### src/rtl/alert_ctl_pkg.sv
package alert_ctl_pkg;

    typedef enum logic [2:0] {
        OP_NOP           = 3'd0,
        OP_MARK          = 3'd1,
        OP_UNMARK        = 3'd2,
        OP_UNMARK_ALL    = 3'd3,
        OP_SET_HANDLER   = 3'd4,
        OP_CLEAR_HANDLER = 3'd5,
        OP_ENABLE        = 3'd6
    } alert_op_e;

    typedef enum logic [1:0] {
        CAUSE_NONE   = 2'd0,
        CAUSE_REMOTE = 2'd1,
        CAUSE_EVICT  = 2'd2,
        CAUSE_LOST   = 2'd3
    } alert_cause_e;

    typedef struct packed {
        logic mark;
        logic unmark;
        logic flash;
        logic set_handler;
        logic clear_handler;
        logic enable;
    } cmd_decode_t;

    function automatic cmd_decode_t decode_cmd(logic valid, logic [2:0] op);
        cmd_decode_t d;
        d = '0;
        if (valid) begin
            d.mark          = (op == OP_MARK);
            d.unmark        = (op == OP_UNMARK);
            d.flash         = (op == OP_UNMARK_ALL) || (op == OP_CLEAR_HANDLER);
            d.set_handler   = (op == OP_SET_HANDLER);
            d.clear_handler = (op == OP_CLEAR_HANDLER);
            d.enable        = (op == OP_ENABLE);
        end
        return d;
    endfunction

    function automatic alert_cause_e merge_cause(logic already_waiting, logic masked,
                                                 logic remote);
        if (already_waiting || masked)
            return CAUSE_LOST;
        return remote ? CAUSE_REMOTE : CAUSE_EVICT;
    endfunction

endpackage

### src/rtl/alert_bit_array.sv
module alert_bit_array
    import alert_ctl_pkg::*;
#(
    parameter int NUM_LINES = 16,
    localparam int LINE_W = $clog2(NUM_LINES)
) (
    input  logic              clk,
    input  logic              rst,
    input  cmd_decode_t       cmd,
    input  logic [LINE_W-1:0] cmd_line,
    input  logic              evict_valid,
    input  logic [LINE_W-1:0] evict_line,
    output logic              evict_marked,
    output logic              resp_valid,
    output logic              resp_hit
);

    logic [NUM_LINES-1:0] watch_q;

    // Eviction samples the bit before any update of this cycle.
    assign evict_marked = evict_valid && watch_q[evict_line];

    for (genvar g = 0; g < NUM_LINES; g++) begin : g_line
        logic hit_evict, hit_cmd;
        assign hit_evict = evict_valid && (evict_line == LINE_W'(g));
        assign hit_cmd   = (cmd_line == LINE_W'(g));
        always_ff @(posedge clk) begin
            if (rst)
                watch_q[g] <= 1'b0;
            else if (hit_evict || cmd.flash)
                watch_q[g] <= 1'b0;
            else if (cmd.mark && hit_cmd)
                watch_q[g] <= 1'b1;
            else if (cmd.unmark && hit_cmd)
                watch_q[g] <= 1'b0;
        end
    end

    always_ff @(posedge clk) begin
        if (rst) begin
            resp_valid <= 1'b0;
            resp_hit   <= 1'b0;
        end else begin
            resp_valid <= cmd.mark;
            resp_hit   <= cmd.mark && watch_q[cmd_line];
        end
    end

endmodule

### src/rtl/alert_cause_tracker.sv
module alert_cause_tracker
    import alert_ctl_pkg::*;
(
    input  logic         clk,
    input  logic         rst,
    input  logic         event_valid,
    input  logic         event_remote,
    input  logic         deliver,
    input  logic         enable_cmd,
    input  logic         clear_cmd,
    output logic         pending,
    output logic         enable,
    output alert_cause_e cause
);

    always_ff @(posedge clk) begin
        if (rst) begin
            pending <= 1'b0;
            enable  <= 1'b0;
            cause   <= CAUSE_NONE;
        end else begin
            if (clear_cmd) begin
                pending <= 1'b0;
            end else if (event_valid) begin
                pending <= 1'b1;
                cause   <= merge_cause(pending, !enable, event_remote);
            end else if (deliver) begin
                pending <= 1'b0;
            end

            if (deliver)
                enable <= 1'b0;
            else if (enable_cmd)
                enable <= 1'b1;
        end
    end

endmodule

### src/rtl/alert_delivery.sv
module alert_delivery
    import alert_ctl_pkg::*;
#(
    parameter int              PC_W       = 32,
    parameter logic [PC_W-1:0] KERNEL_VEC = '0
) (
    input  logic            clk,
    input  logic            rst,
    input  cmd_decode_t     cmd,
    input  logic [PC_W-1:0] cmd_data,
    input  logic            pending,
    input  logic            enable,
    input  logic            defer,
    input  logic            kernel_mode,
    input  logic [PC_W-1:0] core_pc,
    output logic            handler_live,
    output logic            deliver,
    output logic            redirect,
    output logic [PC_W-1:0] redirect_pc,
    output logic            redirect_kernel,
    output logic [PC_W-1:0] saved_pc
);

    logic [PC_W-1:0] handler_q;

    assign handler_live = (handler_q != '0);
    assign deliver      = pending && enable && !defer && handler_live;

    always_ff @(posedge clk) begin
        if (rst)
            handler_q <= '0;
        else if (cmd.clear_handler)
            handler_q <= '0;
        else if (cmd.set_handler)
            handler_q <= cmd_data;
    end

    always_ff @(posedge clk) begin
        if (rst) begin
            redirect        <= 1'b0;
            redirect_kernel <= 1'b0;
            redirect_pc     <= '0;
            saved_pc        <= '0;
        end else begin
            redirect        <= deliver;
            redirect_kernel <= deliver && kernel_mode;
            if (deliver) begin
                redirect_pc <= kernel_mode ? KERNEL_VEC : handler_q;
                saved_pc    <= core_pc;
            end
        end
    end

endmodule

### src/rtl/alert_ctl_top.sv
module alert_ctl_top
    import alert_ctl_pkg::*;
#(
    parameter int              NUM_LINES  = 16,
    parameter int              PC_W       = 32,
    parameter logic [PC_W-1:0] KERNEL_VEC = 32'hFFFF_0100,
    localparam int             LINE_W     = $clog2(NUM_LINES)
) (
    input  logic              clk,
    input  logic              rst,
    input  logic              cmd_valid,
    input  logic [2:0]        cmd_op,
    input  logic [LINE_W-1:0] cmd_line,
    input  logic [PC_W-1:0]   cmd_data,
    output logic              mark_resp_valid,
    output logic              mark_resp_hit,
    input  logic              evict_valid,
    input  logic [LINE_W-1:0] evict_line,
    input  logic              evict_remote,
    input  logic [PC_W-1:0]   core_pc,
    input  logic              kernel_mode,
    input  logic              defer,
    output logic              redirect,
    output logic [PC_W-1:0]   redirect_pc,
    output logic              redirect_kernel,
    output logic [PC_W-1:0]   saved_pc,
    output logic [1:0]        alert_type,
    output logic              alert_enable,
    output logic              alert_pending
);

    cmd_decode_t  cmd;
    logic         evict_marked;
    logic         handler_live;
    logic         deliver;
    alert_cause_e cause;

    assign cmd = decode_cmd(cmd_valid, cmd_op);

    alert_bit_array #(.NUM_LINES(NUM_LINES)) u_bits (
        .clk          (clk),
        .rst          (rst),
        .cmd          (cmd),
        .cmd_line     (cmd_line),
        .evict_valid  (evict_valid),
        .evict_line   (evict_line),
        .evict_marked (evict_marked),
        .resp_valid   (mark_resp_valid),
        .resp_hit     (mark_resp_hit)
    );

    alert_cause_tracker u_track (
        .clk          (clk),
        .rst          (rst),
        .event_valid  (evict_marked && handler_live),
        .event_remote (evict_remote),
        .deliver      (deliver),
        .enable_cmd   (cmd.enable),
        .clear_cmd    (cmd.clear_handler),
        .pending      (alert_pending),
        .enable       (alert_enable),
        .cause        (cause)
    );

    alert_delivery #(.PC_W(PC_W), .KERNEL_VEC(KERNEL_VEC)) u_dlv (
        .clk             (clk),
        .rst             (rst),
        .cmd             (cmd),
        .cmd_data        (cmd_data),
        .pending         (alert_pending),
        .enable          (alert_enable),
        .defer           (defer),
        .kernel_mode     (kernel_mode),
        .core_pc         (core_pc),
        .handler_live    (handler_live),
        .deliver         (deliver),
        .redirect        (redirect),
        .redirect_pc     (redirect_pc),
        .redirect_kernel (redirect_kernel),
        .saved_pc        (saved_pc)
    );

    assign alert_type = cause;

endmodule

### config.mk
export PLATFORM = sky130hd
export DESIGN_NAME = alert_ctl_top
export DESIGN_NICKNAME = d
export VERILOG_FILES = /design/src/rtl/alert_ctl_pkg.sv /design/src/rtl/alert_bit_array.sv /design/src/rtl/alert_cause_tracker.sv /design/src/rtl/alert_delivery.sv /design/src/rtl/alert_ctl_top.sv
export SDC_FILE = /design/constraint.sdc
export NUM_CORES = 1
export LEC_CHECK = 0
export BUFFER_PORTS_ARGS = -buffer_cell sky130_fd_sc_hd__buf_2
export CORE_ASPECT_RATIO = 1.1
export CORE_MARGIN = 1.5
export CORE_UTILIZATION = 55
export DETAILED_ROUTE_END_ITERATION = 7
export GPL_TIMING_DRIVEN = 0
export PLACE_DENSITY_LB_ADDON = 0.08
export SETUP_SLACK_MARGIN = 0.1
export SKIP_LAST_GASP = 1
export SYNTH_ARGS = -nofsm -noshare
export SYNTH_HDL_FRONTEND = slang
export SYNTH_HIERARCHICAL = 1
export SYNTH_SLANG_ARGS = --single-unit
### constraint.sdc
create_clock -name clk -period 4.3 [get_ports clk]
set_clock_uncertainty 0.15 [all_clocks]
set_input_delay 0.215 -clock clk [delete_from_list [all_inputs] [get_ports clk]]
set_output_delay 0.215 -clock clk [all_outputs]
set_load 0.03 [all_outputs]
==> results of run 1 <==
## cell usage in the layout, fill, tap and decap left out, drive strengths merged, types with 3 or more instances in the layout
cell type    netlist  final
nor4              25     25
bufinv             0      3
a221oi            35     35
mux2i             83     83
dfxtp            120    120
or3b              15     15
nand2b            88     88
and3               4      4
clkinv             0      4
nand3b             3      3
nand2             13     13
dlygate4sd3        0     71
clkbuf            28     50
o21ai             14     14
nor2              45     45
or2                4      4
nand3             12     12
buf               17    164
nor2b              9      9
inv               23     23
mux4               7      7
## sequential cells by signal, indices dropped and copies added (netlist names), 2 cells and up
signal,count
u_dlv/saved_pc,32
u_dlv/handler_q,32
u_track/cause,2
u_bits/watch_q,16
u_dlv/redirect_pc,32
## power breakdown
part           internal [mW]  leakage, nW  switching [mW]
clock                  0.889        0.275           0.483
sequential              1.12        0.967         0.00592
combinational          0.123         1.83           0.130
## metrics by stage
step | setup slack [ns] | area, um^2 | hold WS [ns] | util
finish | 1.495 | 7739 | 0.02308 | 0.7863
global route | 1.347 | 7739 | 0.04086 | 0.7863
CTS | 1.538 | 7739 | 0.001474 | 0.7863
detailed placement | 2.079 | 6460 | 0.2841 | 0.6564
global placement | 2.140 | 6460 | 0.2793 | 0.6564
floorplan | 2.402 | 5574 | 0.1437 | -
## area by class of cell
cell class                      count  area (um^2)
Multi-Input combinational cell    376         2834
Timing Repair Buffer              218         1446
Clock inverter                      9        125.1
Buffer                             45        251.5
Inverter                           23        86.33
Fill cell                         674         2103
Clock buffer                       22        442.9
Tap cell                          120        150.1
Sequential cell                   120         2402
## metal layers
metal,global-route usage,vias to the layer above
met1,0.3295,2409
met4,0.1347,0
met3,0.06723,35
li1,-,2481
met5,0,-
met2,0.5626,186
## worst min-delay path, stage by stage
cell	delay, ns
buf_2	0.11
nand2_1	0.09
nor2_1	0.08
nor2_1	0.09
nor3_1	0.05
## worst min-delay path by stage
stage                             to    startpoint
finish                u_track/enable     cmd_op[2]
detailed placement  u_track/cause[1]  evict_remote
global placement    u_track/cause[1]  evict_remote
CTS                   u_track/enable     cmd_op[1]
global route          u_track/enable     cmd_op[2]
floorplan           u_track/cause[0]           rst
## cell families (layout without fill, tap and decap cells)
family / Yosys count / after routing / synth area share
AOI/OAI and AO/OA: 57 / 57 / 0.08979
DFF: 120 / 120 / 0.4310
and+or+nand+nor: 228 / 228 / 0.2397
muxes: 90 / 90 / 0.1773
xor gates and xnor gates: 1 / 1 / 0.001572
buffers and inverters: 68 / 317 / 0.06060
==> flow_summary.yaml, run 1 <==
status:
  run_status: "finished, violations left"
  failing_checks: "design-rule violations"
worst_setup_path:
  setup_crit_path_kind: "reg2reg"
  critPathCapture: "u_track/cause[1]"
  data_arrival_time_of_the_worst_path_ns: 3.11
  critPathCaptureType: "flip-flop"
  path_buf_inv: 2
  crit_path_cell_trace: "nor4_1 > and4_4 > nand2_2 > buf_4 > and2_1 > and4bb_1 > a221oi_1 > dlygate4sd3_1"
  timing.critical_path.depth: 8
  worst_path_max_delay_cell: "dlygate4sd3_1"
  cp_slowest_stage_delay_ns: 0.58
  timing.critical_path.required_ns: 4.61
  worst_setup_path_start: "u_dlv/handler_q[16]"
  critical_path.reg2reg.startpoint: "u_dlv/handler_q[16]"
  regToRegSetupSlack_ns: 1.49
  rr_endpoint: "u_track/cause[1]"
  path_max_fanout: 10
  timing.reg2reg.worst_path_depth: 8
  critical_path.top_delay_family: "simple AND/OR/NAND/NOR gates"
  startpoint_type: "flip-flop"
synth:
  synth_cell_type_count: 40
  yosysWarnings: 6
  ys_top_cells_by_count: "120 x dfxtp_1, 88 x nand2b_1, 83 x mux2i_1"
  yosys.cell_count.top_type: "dfxtp_1"
  synth.avg_cell_area_um2: 9.883
  postSynthNetCount: 646
  post_synth_inst_count: 564
  post-synth-top-area-fraction: 0.4310
  share_of_flip_flops_with_an_asynchronous_set_or_reset_after_synthesis: 0
  netlist_area_um2: 5574
  synth_enable_flop_cells: 0
  synthDominantAreaCellType: "dfxtp_1"
  ys_seq_area_frac: 0.4310
  synth-main-ff-cell: "dfxtp_1"
  synth-seq-cells: 120
  synth.top_cells.by_area: "dfxtp_1 43%, mux2i_1 15%, nand2b_1 9.9%"
sta:
  post-route-period-util: 0.6523
  final.setup.tns_ns: 0
  slew_headroom: 0.5204
  hold_viol_final: 0
  f_max_mhz: 356.5
  layout_min_cycle_time_ns: 2.805
  slew_violations: 0
  setup_viol_count_final: 0
  rsz0062_at_grt: "false"
  worstMarginPinSlew_ns: 0.7194
clock_tree:
  worst_skew_pair.late_latency_ns: 0.52
  cts_hold_buf: 71
  clock_sinks: 120
  cts.repair_timing.setup_buffer_count: 0
  worst_setup_hold_path_clk_slew_ns: 0.06
  htree_num_levels: 4
  tritoncts_clock_tree: "yes"
  cts_root_buffer: "clkbuf_8"
  ctsLongestPathBuffers: 2
  cts-resized-gates: 0
  numCtsBuffers: 17
global_routing:
  overflow: 0
  grt_max_degree: 17
  initial_antenna_violation_count: 0
  global_route_wire_length_before_repair_um: 25270
  via_count_of_the_first_global_routing_pass: 5278
  grtUsageTotal: 0.3029
final_layout:
  layout-area-overhead-vs-synth_pct: 38.83
  fin_cells: 933
  layout_cells_sized_above_1: 0.2829
  n_antenna_cell: 0
  nNetsFinal: 883
power:
  vdd.ir_drop.worst_v: 0.0002533
  total_leakage_power_nw: 3.072
  cellPowerDensity_nw_per_um2: 355.6
  post_layout_power_mw: 2.752
drt:
  detailroute.wirelength.met3_um: 906
  topRoutingLayerUsed: "met4"
  detailroute.wirelength.met2_um: 8553
  num_vias: 5111
  first_iter_violations: 243
  drt_pre_antenna_iters: 8
  drt_drc_violations_left: 9
  wl_per_cell_um: 17.40
  route.antenna.remaining_nets: 0
  final_routed_wirelength_um: 16230
  wl_met1_um: 6375
  avgViaCountPerCell: 5.478
placed_design:
  dpl.cell_count: 831
  port_buffers: 147
  finalWeightedCongestion: 0.9000
  place_hpwl_um: 10570
floorplan:
  fp.coreArea_um2: 9842
  die_area_um2: 10750
  io_pins: 154
  die_h_um: 108.6
  initial_core_utilization: 0.5664
  die_width_um: 98.99
  std_cell_rows: 38
min_path:
  min_delay_path_depth: 5
  hold_class: "in2reg"
job:
  max_cap_viol_count: 0
Note: power is estimated with default switching activity, not from simulation.
==> run 2, diff against run 1 <==
--- a/config.mk
+++ b/config.mk
@@ -8,7 +8,7 @@
 export BUFFER_PORTS_ARGS = -buffer_cell sky130_fd_sc_hd__buf_2
 export CORE_ASPECT_RATIO = 1.1
 export CORE_MARGIN = 1.5
-export CORE_UTILIZATION = 55
+export CORE_UTILIZATION = 47
 export DETAILED_ROUTE_END_ITERATION = 7
 export GPL_TIMING_DRIVEN = 0
 export PLACE_DENSITY_LB_ADDON = 0.08
==> constraint.sdc (replaced) <==
create_clock -name clk -period 2.3 [get_ports clk]
set_clock_uncertainty 0.15 [all_clocks]
set_input_delay 0.115 -clock clk [delete_from_list [all_inputs] [get_ports clk]]
set_output_delay 0.115 -clock clk [all_outputs]
set_load 0.03 [all_outputs]
==> flow_summary.yaml, run 2 (synthesis gave the netlist of run 1 again) <==
power:
  sw_frac_of_total: 0.2244
  total_leakage_power_nw: 3.117
  share_seq_of_total_power: 0.381
  power_report.internal_total_mw: 4.288
  switching_power_mw: 1.240
  cellPowerDensity_nw_per_um2: 699.4
  share_comb_of_total_power: 0.088
  vdd.ir_drop.worst_v: 0.0003927
  clock_power_share: 0.531
job:
  max_cap_viol_count: 0
sta:
  worstMarginPinSlew_ns: 0.7373
  slew_headroom: 0.5085
  f_max_mhz: 473.5
  post-route-period-util: 0.9183
  final.setup.tns_ns: 0
  slew_violations: 0
  rsz0062_at_grt: "false"
  setup_viol_count_final: 0
  hold_viol_final: 0
  layout_min_cycle_time_ns: 2.112
worst_setup_path:
  critPathCapture: "u_track/cause[0]"
  rr_endpoint: "u_track/cause[0]"
  setup_crit_path_kind: "reg2reg"
  path_max_fanout: 10
  data_arrival_time_of_the_worst_path_ns: 2.27
  regToRegSetupSlack_ns: 0.19
  critPathCaptureType: "flip-flop"
  critical_path.reg2reg.startpoint: "u_dlv/handler_q[26]"
  startpoint_type: "flip-flop"
  worst_setup_path_start: "u_dlv/handler_q[26]"
  timing.critical_path.required_ns: 2.46
  timing.reg2reg.worst_path_depth: 7
final_layout:
  reg_top3: "u_dlv/handler_q (32), u_dlv/redirect_pc (32), u_dlv/saved_pc (32)"
  layout.cells.most_common_list: "154 x buf_2, 120 x dfxtp_1, 88 x nand2b_1, 83 x mux2i_1, 69 x dlygate4sd3_1"
  layout_cells_sized_above_1: 0.2968
  commonest_non_fill_non_tap_cell_in_the_layout: "buf_2"
  layout-area-overhead-vs-synth_pct: 41.80
  n_antenna_cell: 0
  fin_cells: 962
  n_fill_cell: 891
  nNetsFinal: 881
floorplan:
  die_area_um2: 12520
  io_pins: 154
  initial_core_utilization: 0.4851
  die_h_um: 117.2
  die_width_um: 106.8
  std_cell_rows: 41
  fp.coreArea_um2: 11490
placed_design:
  finalWeightedCongestion: 0.8202
  place_hpwl_um: 11150
  dpl.cell_count: 861
  port_buffers: 147
min_path:
  hold_path.startpoint: "cmd_op[1]"
  hold_class: "in2reg"
clock_tree:
  cts_root_buffer: "clkbuf_16"
  ctsLongestPathBuffers: 2
  numCtsBuffers: 17
  tritoncts_clock_tree: "yes"
  htree_num_levels: 4
  worst_setup_hold_path_clk_slew_ns: 0.06
  worst_skew_pair.late_latency_ns: 0.41
  cts.repair_timing.setup_buffer_count: 0
  clock_sinks: 120
drt:
  drt_pre_antenna_iters: 5
  route.antenna.remaining_nets: 0
  num_vias: 5067
  wl_per_cell_um: 16.95
  drt_drc_violations_left: 0
  avgViaCountPerCell: 5.267
  final_routed_wirelength_um: 16300
  first_iter_violations: 258
global_routing:
  global_route_wire_length_before_repair_um: 25290
  overflow: 0
  grtUsageTotal: 0.2620
  via_count_of_the_first_global_routing_pass: 5050
  initial_antenna_violation_count: 0
  grt_max_degree: 17
status:
  run_status: "complete, no violations"
-- run 2: cell types whose count changed in the layout (fill, tap and decap cells not counted), moves of 2 or more --
cell and delta:
bufinv_16 +2, clkbuf_1 -4, clkinv_2 -3, clkinv_4 +4
dlygate4sd3_1 -2, nor4_1 -6, nor4_2 +5
-- run 2: stage by stage --
| step | instance area [um^2] | util | worst slack, ns | hold WS, ns | power, mW |
|---|---|---|---|---|---|
| after floorplan | 5574 | - | 0.4017 | 0.04370 | 2.371 |
| after global placement | 6497 | 0.5654 | 0.03158 | 0.1775 | 2.514 |
| after detailed placement | 6497 | 0.5654 | 0.01038 | 0.1825 | 2.520 |
| after CTS | 7878 | 0.6855 | 0.1247 | 0.007273 | 5.576 |
| after global routing | 7904 | 0.6878 | 0.07656 | 0.06920 | 5.714 |
| final | 7904 | 0.6878 | 0.1880 | 0.03524 | 5.528 |
-- run 2: critical path, cell delays in order, from the launching register on --
cell	delay [ns]
dfxtp_1	0.34
nor4_2	0.32
and4_4	0.30
nand2_4	0.10
buf_6	0.17
and2_1	0.20
and4bb_1	0.22
a221oi_1	0.22
-- run 2: worst min-delay path by stage --
stage                              to  slack (ns)  depth (start not counted)
finish                 u_track/enable        0.04                          5
global route        u_bits/resp_valid        0.07                          4
CTS                    u_track/enable       0.007                          5
detailed placement   u_track/cause[1]        0.18                          2
global placement     u_track/cause[1]        0.18                          2
floorplan            u_track/cause[0]        0.04                          1
-- run 2: layout make-up --
type / instances / area (um^2) / share of cell area
well taps: 150 / 187.7 / 0.02375
clock inverters: 14 / 221.5 / 0.02802
flip-flops and latches: 120 / 2402 / 0.3039
multi-input cells: 376 / 2885 / 0.3650
clock buffers: 18 / 439.2 / 0.05556
repair buffers: 216 / 1426 / 0.1805
inverters: 23 / 86.33 / 0.01092
plain buffers: 45 / 255.2 / 0.03229
-- run 2: timing repair --
| item | in CTS | in global routing |
|---|---|---|
| cloned | 0 | 0 |
| setup endpoints to repair | 2 | 2 |
| gates resized for setup | 5 | 4 |
| hold buffers | 69 | 0 |
| pin swaps | 1 | 1 |
| endpoints found under the hold margin | 77 | 0 |
-- run 2: routing by layer --
metal,vias up,routed length (um),share of wire,track usage
li1,2466,-,-,-
met1,2421,6802,0.42,0.3034
met2,151,8425,0.52,0.4714
met3,29,729,0.045,0.06368
met4,0,345,0.021,0.09689
met5,-,0,0,0
-- run 2: power by group through the flow --
stage                     combinational (mW)  clock [mW]  sequential (mW)
after CTS                              0.469        3.00             2.10
final                                  0.484        2.94             2.11
after global routing                   0.524        3.08             2.11
after floorplan                        0.224           0             2.15
after detailed placement               0.371           0             2.15
after global placement                 0.365           0             2.15
==> run 3, diff against run 2 <==
--- a/config.mk
+++ b/config.mk
@@ -8,7 +8,8 @@
 export BUFFER_PORTS_ARGS = -buffer_cell sky130_fd_sc_hd__buf_2
 export CORE_ASPECT_RATIO = 1.1
 export CORE_MARGIN = 1.5
-export CORE_UTILIZATION = 47
+export CORE_UTILIZATION = 45
+export CTS_CLUSTER_DIAMETER = 80
 export DETAILED_ROUTE_END_ITERATION = 7
 export GPL_TIMING_DRIVEN = 0
 export PLACE_DENSITY_LB_ADDON = 0.08
==> flow_summary.yaml, run 3 (synthesis gave the netlist of run 1 again) <==
status:
  run_status: "complete, no violations"
drt:
  avgViaCountPerCell: 5.189
  num_vias: 5007
  drt_pre_antenna_iters: 4
  first_iter_violations: 244
  route.antenna.remaining_nets: 0
  final_routed_wirelength_um: 15790
  wl_per_cell_um: 16.37
  drt_drc_violations_left: 0
global_routing:
  initial_antenna_violation_count: 0
  via_count_of_the_first_global_routing_pass: 5169
  grt_max_degree: 17
  global_route_wire_length_before_repair_um: 24790
  grtUsageTotal: 0.2465
  overflow: 0
sta:
  rsz0062_at_grt: "false"
  hold_viol_final: 0
  setup_viol_count_final: 0
  slew_violations: 0
  slew_headroom: 0.5282
  f_max_mhz: 475.6
  post-route-period-util: 0.9141
  fin_worst_hold_slack_ns: 0.03661
  layout_min_cycle_time_ns: 2.102
  worstMarginPinSlew_ns: 0.7077
clock_tree:
  worst_setup_hold_path_clk_slew_ns: 0.05
  htree_num_levels: 4
  cts_root_buffer: "clkbuf_16"
  tritoncts_clock_tree: "yes"
  worst_skew_pair.late_latency_ns: 0.40
  numCtsBuffers: 17
  ctsLongestPathBuffers: 2
  clock_sinks: 120
final_layout:
  final_area_um2: 7843
  nNetsFinal: 881
  reg_top3: "u_dlv/handler_q (32), u_dlv/redirect_pc (32), u_dlv/saved_pc (32)"
  commonest_non_fill_non_tap_cell_in_the_layout: "buf_2"
  n_antenna_cell: 0
  layout.cells.most_common_list: "154 x buf_2, 120 x dfxtp_1, 88 x nand2b_1, 83 x mux2i_1, 69 x dlygate4sd3_1"
  layout_cells_sized_above_1: 0.2947
  n_fill_cell: 980
  layout-area-overhead-vs-synth_pct: 40.70
min_path:
  hold_class: "in2reg"
floorplan:
  die_h_um: 119.7
  die_width_um: 109.1
  fp.coreArea_um2: 12030
  std_cell_rows: 42
  io_pins: 154
  die_area_um2: 13060
  initial_core_utilization: 0.4632
worst_setup_path:
  data_arrival_time_of_the_worst_path_ns: 2.26
  timing.critical_path.required_ns: 2.46
  critPathCaptureType: "flip-flop"
  startpoint_type: "flip-flop"
  setup_crit_path_kind: "reg2reg"
  path_max_fanout: 10
power:
  total_leakage_power_nw: 3.090
  cellPowerDensity_nw_per_um2: 655.5
  vdd.ir_drop.worst_v: 0.0005409
placed_design:
  port_buffers: 147
  finalWeightedCongestion: 0.8642
  place_hpwl_um: 11140
  placed_area_um2: 6502
job:
  max_cap_viol_count: 0
[run 3: cell count changes in the layout (fill, tap and decap cells not counted), sizes merged]
cell,before,now
clkbuf,46,53
bufinv,5,1
clkinv,5,3
clkinvlp,3,2
inv,24,23
[run 3: path summary, 6_finish.rpt]
kind | startpoint | endpoint | slack, ns | cells past startpoint
worst max-delay path | u_dlv/handler_q[19] | u_track/cause[0] | 0.20 | 7
worst min register to register | u_dlv/redirect_pc[25] | u_dlv/redirect_pc[25] | 0.30 | 2
worst min-delay path | cmd_op[1] | u_track/enable | 0.04 | 5
worst max register to register | u_dlv/handler_q[19] | u_track/cause[0] | 0.20 | 7
[run 3: metrics by stage]
stage	utilization	cells	total power [mW]	worst slack, ns	setup TNS [ns]
2_1_floorplan	-	564	2.371	0.4017	0
3_3_place_gp	0.5403	865	2.515	0.01695	0
3_5_place_dp	0.5403	865	2.521	-0.008541	-0.008541
4_1_cts	0.6483	965	5.174	0.1374	0
5_1_grt	0.6517	965	5.322	0.06771	0
6_report	0.6517	965	5.141	0.1976	0
[run 3: worst max-delay path: stages (launching register included)]
cell,delay [ns]
dfxtp_1,0.34
nor4_4,0.32
and4_4,0.30
nand2_4,0.09
buf_6,0.17
and2_1,0.19
and4bb_1,0.23
a221oi_1,0.22
[run 3: per-layer routing]
layer / GRT usage / part of all wire / vias to the layer above
li1: - / - / 2473
met1: 0.2892 / 0.42 / 2356
met2: 0.4230 / 0.51 / 157
met3: 0.06464 / 0.057 / 21
met4: 0.09622 / 0.014 / 0
met5: 0 / 0 / -
[run 3: repair_timing]
action / in CTS / in global routing
gates resized for setup: 5 / 6
endpoints found under the setup margin: 2 / 2
buffers inserted: 0 / 0
hold endpoints to repair: 77 / 0
cloned: 0 / 0
hold buffers: 69 / 0
pin swaps: 2 / 2
[run 3: power by group]
group / leakage, nW / internal, mW / switching [mW]
Clock: 0.281 / 1.65 / 0.902
Combinational: 1.84 / 0.238 / 0.243
Sequential: 0.967 / 2.09 / 0.0139
Total: 3.09 / 3.98 / 1.16
[run 3: cell type report]
class,count,area [um^2],share of cell area
plain buffers,45,255.2,0.03255
multi-input cells,376,2900,0.3698
repair buffers,216,1426,0.1819
clock inverters,6,63.81,0.008137
flip-flops and latches,120,2402,0.3063
inverters,23,86.33,0.01101
clock buffers,25,515.5,0.06573
well taps,154,192.7,0.02457
